$ cat config.mk
export PLATFORM = sky130hd
export DESIGN_NAME = cond_gate
export DESIGN_NICKNAME = d
export VERILOG_FILES = /design/src/rtl/cond_pkg.sv /design/src/rtl/cond_flag_eval.sv /design/src/rtl/cond_select.sv /design/src/rtl/cond_gate.sv
export SDC_FILE = /design/constraint.sdc
export NUM_CORES = 1
export LEC_CHECK = 0
export BUFFER_PORTS_ARGS = -buffer_cell sky130_fd_sc_hd__clkbuf_2
export CAP_MARGIN = 20
export CORE_AREA = 8 8 45 47
export CTS_BUF_LIST = sky130_fd_sc_hd__clkbuf_2
export CTS_CLUSTER_DIAMETER = 40
export CTS_CLUSTER_SIZE = 8
export DETAILED_ROUTE_END_ITERATION = 12
export DIE_AREA = 0 0 53 55
export GPL_TIMING_DRIVEN = 0
export SYNTH_ARGS = -nofsm -noshare
export SYNTH_HDL_FRONTEND = slang
export SYNTH_SLANG_ARGS = --single-unit
export TNS_END_PERCENT = 50
$ cat constraint.sdc
create_clock -name clk -period 0.8 [get_ports clk]
set_clock_uncertainty 0.1 [all_clocks]
set_input_delay 0.04 -clock clk [delete_from_list [all_inputs] [get_ports clk]]
set_output_delay 0.04 -clock clk [all_outputs]
set_load 0.005 [all_outputs]
$ cat src/rtl/cond_pkg.sv
package cond_pkg;

    localparam int SEL_W   = 4;
    localparam int NUM_SEL = 1 << SEL_W;
    localparam int NUM_BASE = NUM_SEL / 2;

    typedef enum logic [SEL_W-1:0] {
        SEL_EQ = 4'h0, SEL_NE = 4'h1, SEL_CS = 4'h2, SEL_CC = 4'h3,
        SEL_MI = 4'h4, SEL_PL = 4'h5, SEL_VS = 4'h6, SEL_VC = 4'h7,
        SEL_HI = 4'h8, SEL_LS = 4'h9, SEL_GE = 4'hA, SEL_LT = 4'hB,
        SEL_GT = 4'hC, SEL_LE = 4'hD, SEL_AL = 4'hE, SEL_NV = 4'hF
    } cond_sel_e;

    typedef struct packed {
        logic neg;
        logic zero;
        logic carry;
        logic ovf;
    } flags_t;

    typedef struct packed {
        logic valid;
        logic exec;
        logic rsv;
    } pred_state_t;

endpackage

$ cat src/rtl/cond_flag_eval.sv
module cond_flag_eval
    import cond_pkg::*;
(
    input  flags_t              flg,
    output logic [NUM_SEL-1:0]  hit
);

    // Each even selector is a positive term; the odd one next to it is its complement.
    logic [NUM_BASE-1:0] base;
    logic                n_eq_v;

    always_comb begin
        n_eq_v  = (flg.neg == flg.ovf);
        base[0] = flg.zero;
        base[1] = flg.carry;
        base[2] = flg.neg;
        base[3] = flg.ovf;
        base[4] = flg.carry & ~flg.zero;
        base[5] = n_eq_v;
        base[6] = ~flg.zero & n_eq_v;
        base[7] = 1'b1;
    end

    for (genvar k = 0; k < NUM_BASE; k++) begin : g_pair
        assign hit[2*k]   = base[k];
        assign hit[2*k+1] = ~base[k];
    end

endmodule

$ cat src/rtl/cond_select.sv
module cond_select
    import cond_pkg::*;
(
    input  logic [NUM_SEL-1:0] hit,
    input  logic [SEL_W-1:0]   sel,
    output logic               exec,
    output logic               rsv
);

    always_comb begin
        rsv  = (sel == SEL_NV);
        exec = hit[sel] & ~rsv;
    end

endmodule

$ cat src/rtl/cond_gate.sv
module cond_gate
    import cond_pkg::*;
#(
    parameter int INSTR_W = 32,
    parameter int SEL_HI  = 31
) (
    input  logic               clk,
    input  logic               rst_n,
    input  logic               in_valid,
    input  logic [INSTR_W-1:0] instr,
    input  logic [3:0]         flags,
    output logic               out_valid,
    output logic               exec_en,
    output logic               cond_reserved
);

    localparam int SEL_LO = SEL_HI - SEL_W + 1;

    logic [SEL_W-1:0]   sel;
    flags_t             flg;
    logic [NUM_SEL-1:0] hit;
    logic               exec_c;
    logic               rsv_c;
    logic               unused_low;
    pred_state_t        st_d;
    pred_state_t        st_q;

    assign sel        = instr[SEL_HI:SEL_LO];
    assign flg        = flags_t'(flags);
    assign unused_low = ^instr[SEL_LO-1:0];

    cond_flag_eval u_eval (
        .flg (flg),
        .hit (hit)
    );

    cond_select u_sel (
        .hit  (hit),
        .sel  (sel),
        .exec (exec_c),
        .rsv  (rsv_c)
    );

    always_comb begin
        st_d       = '0;
        st_d.valid = in_valid;
        if (in_valid) begin
            st_d.exec = exec_c;
            st_d.rsv  = rsv_c;
        end
    end

    always_ff @(posedge clk or negedge rst_n) begin
        if (!rst_n) begin
            st_q <= '0;
        end else begin
            st_q <= st_d;
        end
    end

    assign out_valid     = st_q.valid;
    assign exec_en       = st_q.exec;
    assign cond_reserved = st_q.rsv;

endmodule

==> summary.txt, run 1 <==
CTS
  • CTS sink cnt: 3
  • H-tree Lvls: 1
  • Clk slew on worst S/H paths: 0.04 ns
  • Setup Buffers After CTS: 0
  • CTS tree: yes
  • Longest Clk Path Bufs: 2
  • CTS buffer count: 3
  • CTS Root Cell: clkbuf_2

Worst hold path
  • Min-Delay Startpoint: instr[28]
  • Hold Crit Class: in2reg

Floorplanning
  • CORE AREA: 1380 sq um
  • Total die area: 2920 sq um
  • Io pins: 42
  • Initial core utilization: 13.3%
  • Core Rows: 14
  • Width of the die: 53 um
  • Die H: 55 um

Detailed routing
  • Total Wirelength: 550 um
  • First DRT Iteration DRCs: 1
  • Met3 wire length: 86 um
  • Met2 wire length: 239 um
  • DRT antenna net count: 0
  • Via density: 3.90
  • TritonRoute pass-1 iters: 2
  • Max layer used: met3
  • Via Count: 203
  • Met1 WL: 224 um
  • Wirelength per Cell: 10.6 um
  • Remaining DRCs: 0

Final layout
  • Final nets: 76
  • Finished Layout Cells: 52
  • Layout area overhead: 97.3%
  • Final Core Density: 26.2%
  • Antenna cells: 0
  • Layout cells sized above 1: 58.3%

Logic synthesis
  • #FFs+latches synth: 3
  • Syn_area_per_cell: 10.8 sq um
  • Syn Nets: 56
  • Most common cell in the netlist: dfrtp_1
  • Post-Synthesis Cells: 17
  • Top_reg_cell synth: dfrtp_1
  • Synth cell types: 13
  • Post-synth top area share: 40.8%
  • Synth Cell Area: 184 sq um
  • Post-synthesis sequential area ratio: 40.8%
  • Synth warn: 0
  • Synth top area cells: dfrtp_1, mux2i_1, xnor2_1
  • Synth area leader: dfrtp_1
  • Synth async-reset ratio: 100%
  • Post-synth EDFFs: 0
  • Top post-synthesis cells by count: dfrtp_1, mux2i_1, xnor2_1

Placement
  • RePlAce Congestion: 0.701
  • Port bufs: 13
  • Detailed placement HPWL: 470 um
  • Placed insts: 46
  • Worst slack, placed: -0.298 ns

STA
  • RSZ-0062 raised after global routing: true
  • Final Hold Fails: 0
  • Final worst-path setup slack: -0.0258 ns
  • Tmin final: 0.826 ns
  • Max-slew headroom: 82.5%
  • FMAX: 1210 MHz
  • Crit share post-route: 103%
  • Fin. max-slew vios: 0
  • Worst-margin pin slew: 0.262 ns
  • Setup TNS: -0.0429 ns
  • Setup-failing EPs final: 3

Global routing
  • Global-route wire length before repair: 890 um
  • Largest net degree at the start of global routing: 6
  • GR Overflow Total: 0
  • Vias in the first global route: 229
  • Initial antenna violation count: 0
  • Total global-route track usage: 4.43%

Critical path
  • CP required: 0.77 ns
  • CP max FO: 5
  • Critical path class: in2reg
  • Worst Setup Start Kind: primary input
  • CP endpoint kind: register
  • CP Data Arrival Time: 0.80 ns
  • Crit. Startpoint: instr[30]

Power and ir drop
  • Leakage Power: 0.178 nW
  • PwrDens: 1400 nW/um^2
  • Peak VDD IR: 0.260 mV

Job
  • Max_cap viols: 0

Status
  • Failing checks: setup timing
  • Run status: finished with violations
## power breakdown
group / switching [mW] / internal [mW]
sequential: 0.00181 / 0.161
clock: 0.0769 / 0.132
combinational: 0.0520 / 0.0832
## critical path: stages
cell and delay (ns):
clkbuf_16 0.13, o21ba_4 0.19, o221ai_2 0.16, o311ai_2 0.14
mux2i_1 0.14
## per-layer routing
layer,up-vias,track usage (%)
met4,0,6.47
met1,90,4.11
li1,102,-
met2,11,5.66
met5,-,0
met3,0,2.67
## cell families after synthesis
kind of cell / synth area share (%)
multiplexers: 17.0
AND/OR/NAND/NOR: 15.6
buffers and inverters: 2.04
XOR/XNOR: 9.53
AO/OA/AOI/OAI: 15.0
flip-flops: 40.8
## placed cells by master (no fill, tap or decap)
| cell | count |
|---|---|
| buf_8 | 1 |
| clkbuf_16 | 1 |
| clkbuf_2 | 15 |
| dfrtp_1 | 3 |
| dlygate4sd3_1 | 2 |
| inv_1 | 1 |
| mux2_4 | 1 |
| mux2i_1 | 2 |
| nand2b_1 | 1 |
| nand3_1 | 1 |
| nand3b_1 | 1 |
| nand4_1 | 1 |
| nor2_1 | 1 |
| o21ba_4 | 1 |
| o221ai_2 | 1 |
| o311ai_2 | 1 |
| xnor2_1 | 2 |
## through the flow
| stage | cell area [sq um] | hold WS [ns] | power [mW] |
|---|---|---|---|
| 5_1_grt | 363 | 0.0232 | 0.538 |
| 2_1_floorplan | 201 | -0.356 | 0.218 |
| 3_5_place_dp | 287 | -0.259 | 0.275 |
| 4_1_cts | 362 | -0.00604 | 0.524 |
| 3_3_place_gp | 287 | -0.262 | 0.272 |
| 6_report | 363 | 0.00763 | 0.506 |
## what timing repair did
item / 4_1_cts / 5_1_grt
pin swaps: 2 / 3
cloned: 0 / 0
gates resized for setup: 6 / 1
hold buffers: 2 / 1
hold endpoints to repair: 6 / 2
setup endpoints to repair: 4 / 5
## registers in the layout (all words and copies together) (netlist names)
signal and cells:
out_valid 1, cond_reserved 1, exec_en 1
## final cells by class
cell class	instances	area, sq um
inverter	1	3.75
timing repair buffer	15	115
multi-input combinational	13	129
fill	151	1020
tap	16	20.0
sequential	3	75.1
clock buffer	4	20.0
## final timing paths
check / depth (start not counted) / to / slack, ns
max in group asynchronous: 2 / exec_en / 0.42
worst max-delay path: 5 / exec_en / -0.03
worst min-delay path: 3 / cond_reserved / 0.008
min in group asynchronous: 2 / cond_reserved / 0.07
Note: power is estimated with default switching activity, not from simulation.
==> run 2, diff against run 1 <==
- CELL_PAD_IN_SITES_DETAIL_PLACEMENT: default -> 1
- CELL_PAD_IN_SITES_GLOBAL_PLACEMENT: default -> 2
- CORE_AREA: 8 8 45 47 -> default
- CORE_MARGIN: default -> 8
- CORE_UTILIZATION: default -> 10
- CTS_CLUSTER_DIAMETER: 40 -> 150
- DIE_AREA: 0 0 53 55 -> default
- PLACE_DENSITY_LB_ADDON: default -> 0.1
==> run 2 against run 1 <==
Effect of this change:
- the run ends with hold timing, setup timing left
- cell area grew 5.2%
- maximum frequency shrank 2.1%
- utilization shrank 4.1 points
- clock power is essentially flat
- final cell count grew 17%
- first-iteration DRC count shrank 100%
- sequential power is essentially flat
- worst hold slack lost 0.033 ns
- clock-buffer cell count is the same
- largest cell class unchanged
- combinational power grew 5%
- non-clock buffer count is the same
==> summary.txt, run 2 (synthesized netlist as in run 1, its figures left out) <==
Status
  • Run status: finished with violations
  • Failing checks: hold timing, setup timing

Final layout
  • Antenna cells: 0 (unchanged)
  • Layout cells sized above 1: 61.1% (+2.8 points)
  • Finished Layout Cells: 61 (+17%)
  • Most frequent cells in the layout: clkbuf_2, dfrtp_1, mux2i_1, dlygate4sd3_1
  • Commonest non-fill, non-tap cell in the layout: clkbuf_2
  • Layout area overhead: 107%
  • Fill cells: 215 (+42%)
  • Final nets: 76 (unchanged)

Placement
  • Placed insts: 55 (+20%)
  • RePlAce Congestion: 0.633 (-9.6%)
  • Detailed placement HPWL: 565 um (+20%)
  • Port bufs: 13 (unchanged)
  • Worst slack, placed: -0.315 ns (-0.0175 ns)

Floorplanning
  • Initial core utilization: 10.7% (-2.6 points)
  • Total die area: 3470 sq um (+19%)
  • Width of the die: 58.9 um (+11%)
  • Core Rows: 15 (+1)
  • Die H: 58.9 um (+7.1%)
  • Io pins: 42 (unchanged)
  • CORE AREA: 1730 sq um (+25%)

STA
  • Tmin final: 0.843 ns (+0.0174 ns)
  • FMAX: 1190 MHz (-2.1%)
  • Fin. max-slew vios: 0 (unchanged)
  • Final worst-path setup slack: -0.0432 ns (-0.0174 ns)
  • Worst hold-check slack: -0.0256 ns (-0.0332 ns)
  • Max-slew headroom: 80.8% (-1.7 points)
  • Setup-failing EPs final: 4 (+1)
  • Worst-margin pin slew: 0.288 ns (+0.0260 ns)
  • RSZ-0062 raised after global routing: true
  • Crit share post-route: 105% (+2.2 points)
  • Final Hold Fails: 1 (+1)

Worst hold path
  • Hold path depth: 3 (unchanged)
  • Min-Delay Startpoint: in_valid
  • Hold Crit Class: in2reg
  • Hold path endpoint: cond_reserved

Power and ir drop
  • Total Power: 0.515 mW (+1.7%)
  • Internal power: 0.379 mW (+0.84%)
  • Switch Pwr: 0.136 mW (+4.3%)
  • PwrDens: 1350 nW/um^2 (-3.3%)
  • Reg power frac: 31.7% (-0.4 points)
  • Clock share of power: 40.8% (-0.4 points)
  • Combinational Power Share: 27.6% (+0.9 points)
  • Peak VDD IR: 0.272 mV (+4.8%)
  • Leakage Power: 0.183 nW (+3.2%)
  • Switching share of power: 26.5% (+0.64 points)

Detailed routing
  • Total Wirelength: 690 um (+25%)
  • Wirelength per Cell: 11.3 um (+6.9%)
  • TritonRoute pass-1 iters: 1 (-1)
  • Via Count: 224 (+10%)
  • Remaining DRCs: 0 (unchanged)
  • First DRT Iteration DRCs: 0 (-1)
  • Via density: 3.67 (-5.9%)
  • DRT antenna net count: 0 (unchanged)

Critical path
  • Critical path class: in2reg
  • CP endpoint kind: register
  • CP required: 0.78 ns (about the same)
  • CP max FO: 5 (unchanged)
  • CP Data Arrival Time: 0.82 ns (+0.02 ns)
  • Worst Setup Start Kind: primary input

CTS
  • H-tree Lvls: 1 (unchanged)
  • CTS buffer count: 3 (unchanged)
  • CTS Root Cell: clkbuf_2
  • Longest Clk Path Bufs: 2 (unchanged)
  • CTS sink cnt: 3 (unchanged)
  • Clk slew on worst S/H paths: 0.04 ns (about the same)
  • CTS tree: yes
  • Setup Buffers After CTS: 0 (unchanged)

Global routing
  • Vias in the first global route: 259 (+13%)
  • Largest net degree at the start of global routing: 6 (unchanged)
  • Initial antenna violation count: 0 (unchanged)
  • GR Overflow Total: 0 (unchanged)
  • Global-route wire length before repair: 1070 um (+20%)
  • Total global-route track usage: 4.50% (+0.073 points)

Job
  • Max_cap viols: 0 (unchanged)
## run 2: cell types whose count changed in the layout (fill, tap and decap cells not counted)
cell,previous run,this run
xnor2_1,2,1
xnor2_2,0,1
## run 2: power by group through the flow
stage / registers, mW / clock network (mW) / logic, mW
2_1_floorplan: 0.166 / 0 / 0.0523
3_3_place_gp: 0.164 / 0 / 0.110
3_5_place_dp: 0.166 / 0 / 0.112
4_1_cts: 0.163 / 0.222 / 0.138
5_1_grt: 0.164 / 0.224 / 0.156
6_report: 0.163 / 0.210 / 0.142
## run 2: worst max path at each step
stage              start  endpoint  slack, ns
4_1_cts        instr[30]   exec_en      -0.05
3_5_place_dp   instr[29]   exec_en      -0.32
5_1_grt        instr[30]   exec_en      -0.09
6_report       instr[30]   exec_en      -0.04
2_1_floorplan   flags[1]   exec_en      -0.07
3_3_place_gp   instr[29]   exec_en      -0.32
## run 2: critical path, stage by stage
cell and delay (ns):
clkbuf_16 0.13, o21ba_4 0.18, o221ai_2 0.17, o311ai_2 0.15, mux2i_1 0.14
## run 2: area by class of cell
cell class / instances / area, sq um / area share, %
clock buffer: 4 / 20.0 / 5.25
timing repair buffer: 15 / 115 / 30.2
multi-input combinational: 13 / 136 / 35.7
sequential: 3 / 75.1 / 19.7
inverter: 1 / 3.75 / 0.984
tap: 25 / 31.3 / 8.20
## run 2: routing by layer
metal  up-vias  GRT usage, %  routed length [um]
met4         0          8.19                  44
met5         -             0                   0
met1       101          3.93                 259
met2        16          6.23                 333
li1        103             -                   -
met3         4          1.30                  53
## run 2: repair_timing
action                     4_1_cts  5_1_grt
hold buffers                     2        1
setup endpoints to repair        4        5
hold endpoints to repair         6        1
resized for setup                6        2
pin swaps                        2        3
## run 2: stage by stage
step / TNS, ns / cell area, sq um / utilization (%)
2_1_floorplan: -0.0728 / 201 / -
3_3_place_gp: -0.323 / 298 / 17.2
3_5_place_dp: -0.315 / 298 / 17.2
4_1_cts: -0.165 / 373 / 21.6
5_1_grt: -0.198 / 382 / 22.1
6_report: -0.0706 / 382 / 22.1
==> run 3, diff against run 2 <==
- CAP_MARGIN: 20 -> default
- CORE_MARGIN: 8 -> 10
- REMOVE_ABC_BUFFERS: default -> 1
==> run 3 against run 2 <==
Effect of this change:
- the run still ends with hold timing, setup timing left
- die area increased by 14%
- power decreased by 0.14%
- global-route usage decreased by 0.37 points
- clock-buffer cell count unchanged
- sequential share of layout area increased by 0.39 points
- worst setup slack improved by 0.0012 ns
- worst hold slack got worse by 0.00063 ns
- final cell count unchanged
- maximum frequency increased by 0.15%
- largest cell class unchanged
- highest routed layer unchanged
==> summary.txt, run 3 (synthesized netlist as in run 1, its figures left out) <==
Critical path
  • Critical path class: in2reg
  • CP cell instances: clkbuf_16 -> o21ba_4 -> o221ai_2 -> o311ai_2 -> mux2i_1
  • CP required: 0.78 ns (about the same)
  • CP endpoint kind: register
  • CP max FO: 5 (unchanged)
  • Critical path's slowest cell: o21ba_4
  • Worst Setup Start Kind: primary input
  • Worst path max stage delay: 0.18 ns (about the same)
  • CP Data Arrival Time: 0.82 ns (about the same)

STA
  • RSZ-0062 raised after global routing: true
  • Max-slew headroom: 82.3% (+1.5 points)
  • Tmin final: 0.842 ns (-0.00122 ns)
  • Final Hold Fails: 1 (unchanged)
  • Worst-margin pin slew: 0.266 ns (-0.0220 ns)
  • Setup-failing EPs final: 4 (unchanged)
  • FMAX: 1190 MHz (+0.15%)
  • Setup TNS: -0.0706 ns (-0.0000201 ns)
  • Crit share post-route: 105% (-0.15 points)
  • Final worst-path setup slack: -0.0419 ns (+0.00122 ns)
  • Worst hold-check slack: -0.0262 ns (-0.000627 ns)
  • Fin. max-slew vios: 0 (unchanged)

Job
  • Max_cap viols: 0 (unchanged)

Placement
  • Port bufs: 13 (unchanged)
  • RePlAce Congestion: 0.624 (-1.4%)
  • Post-DP Area: 280 sq um (-5.9%)

CTS
  • Longest Clk Path Bufs: 2 (unchanged)
  • CTS sink cnt: 3 (unchanged)
  • H-tree Lvls: 1 (unchanged)
  • CTS tree: yes
  • CTS Root Cell: clkbuf_2
  • Clk slew on worst S/H paths: 0.05 ns (about the same)
  • CTS buffer count: 3 (unchanged)

Status
  • Run status: finished with violations
  • Failing checks: hold timing, setup timing

Final layout
  • Layout cells sized above 1: 58.3% (-2.8 points)
  • Antenna cells: 0 (unchanged)
  • Design Area, Final: 374 sq um (-2.0%)
  • Commonest non-fill, non-tap cell in the layout: clkbuf_2
  • Layout area overhead: 103%
  • Final nets: 76 (unchanged)
  • Most frequent cells in the layout: clkbuf_2, dfrtp_1, mux2i_1, xnor2_1, dlygate4sd3_1

Floorplanning
  • Io pins: 42 (unchanged)
  • Core Rows: 15 (unchanged)
  • Initial core utilization: 10.7% (unchanged)
  • Width of the die: 62.9 um (+6.8%)
  • CORE AREA: 1730 sq um (unchanged)
  • Total die area: 3950 sq um (+14%)
  • Die H: 62.9 um (+6.8%)

Power and ir drop
  • Peak VDD IR: 0.207 mV (-24%)
  • Leakage Power: 0.178 nW (-3.1%)
  • Total Power: 0.514 mW (-0.14%)
  • PwrDens: 1380 nW/um^2 (+1.9%)

Global routing
  • Global-route wire length before repair: 1190 um (+11%)
  • Total global-route track usage: 4.13% (-0.37 points)
  • GR Overflow Total: 0 (unchanged)
  • Initial antenna violation count: 0 (unchanged)
  • Vias in the first global route: 256 (-1.2%)
  • Largest net degree at the start of global routing: 6 (unchanged)

Detailed routing
  • DRT antenna net count: 0 (unchanged)
  • TritonRoute pass-1 iters: 1 (unchanged)
  • Wirelength per Cell: 11.2 um (-0.72%)
  • Via Count: 216 (-3.6%)
  • First DRT Iteration DRCs: 0 (unchanged)
  • Remaining DRCs: 0 (unchanged)
  • Total Wirelength: 685 um (-0.72%)
  • Via density: 3.54 (-3.6%)

Worst hold path
  • Hold Crit Class: in2reg
-- run 3: routing by layer --
metal | up-vias | GRT usage [%] | share of wire [%] | routed length, um
met5 | - | 0 | 0 | 0
met4 | 0 | 6.70 | 3.1 | 21
met3 | 2 | 1.97 | 9.1 | 62
met2 | 10 | 5.84 | 50 | 345
met1 | 99 | 3.38 | 37 | 255
li1 | 105 | - | - | -
-- run 3: metrics by stage --
step | util [%] | std cells | setup slack [ns]
final | 21.7 | 61 | -0.0419
after global routing | 21.7 | 61 | -0.0748
after CTS | 21.6 | 61 | -0.0498
after detailed placement | 16.2 | 55 | -0.357
after global placement | 16.2 | 55 | -0.353
after floorplan | - | 17 | -0.0791
-- run 3: what timing repair did --
action	CTS	global route
endpoints found under the setup margin	4	5
hold buffers	2	1
resized for setup	9	1
hold endpoints to repair	6	1
buffers inserted	0	0
pin swaps	2	3
-- run 3: final timing paths --
check                          start            end  slack, ns  cells past startpoint
max                        instr[30]        exec_en      -0.04                      5
min                         in_valid  cond_reserved      -0.03                      3
max in group asynchronous      rst_n      out_valid       0.42                      2
min in group asynchronous      rst_n  cond_reserved       0.07                      2
-- run 3: layout make-up --
class,count,area (sq um)
clock buffers,4,20.0
fillers,214,1350
inverters,1,3.75
multi-input cells,13,129
flip-flops and latches,3,75.1
well taps,25,31.3
repair buffers,15,115
-- run 3: power breakdown --
| group | internal, mW | switching (mW) | total (mW) |
|---|---|---|---|
| Clock | 0.132 | 0.0843 | 0.216 |
| Sequential | 0.161 | 0.00231 | 0.163 |
| Combinational | 0.0828 | 0.0524 | 0.135 |
| Total | 0.375 | 0.139 | 0.514 |
-- run 3: critical path, delay by kind of cell --
kind	cells	cell delay (ns)
buffers and inverters	1	0.13
multiplexers	1	0.14
AO/OA/AOI/OAI	3	0.50
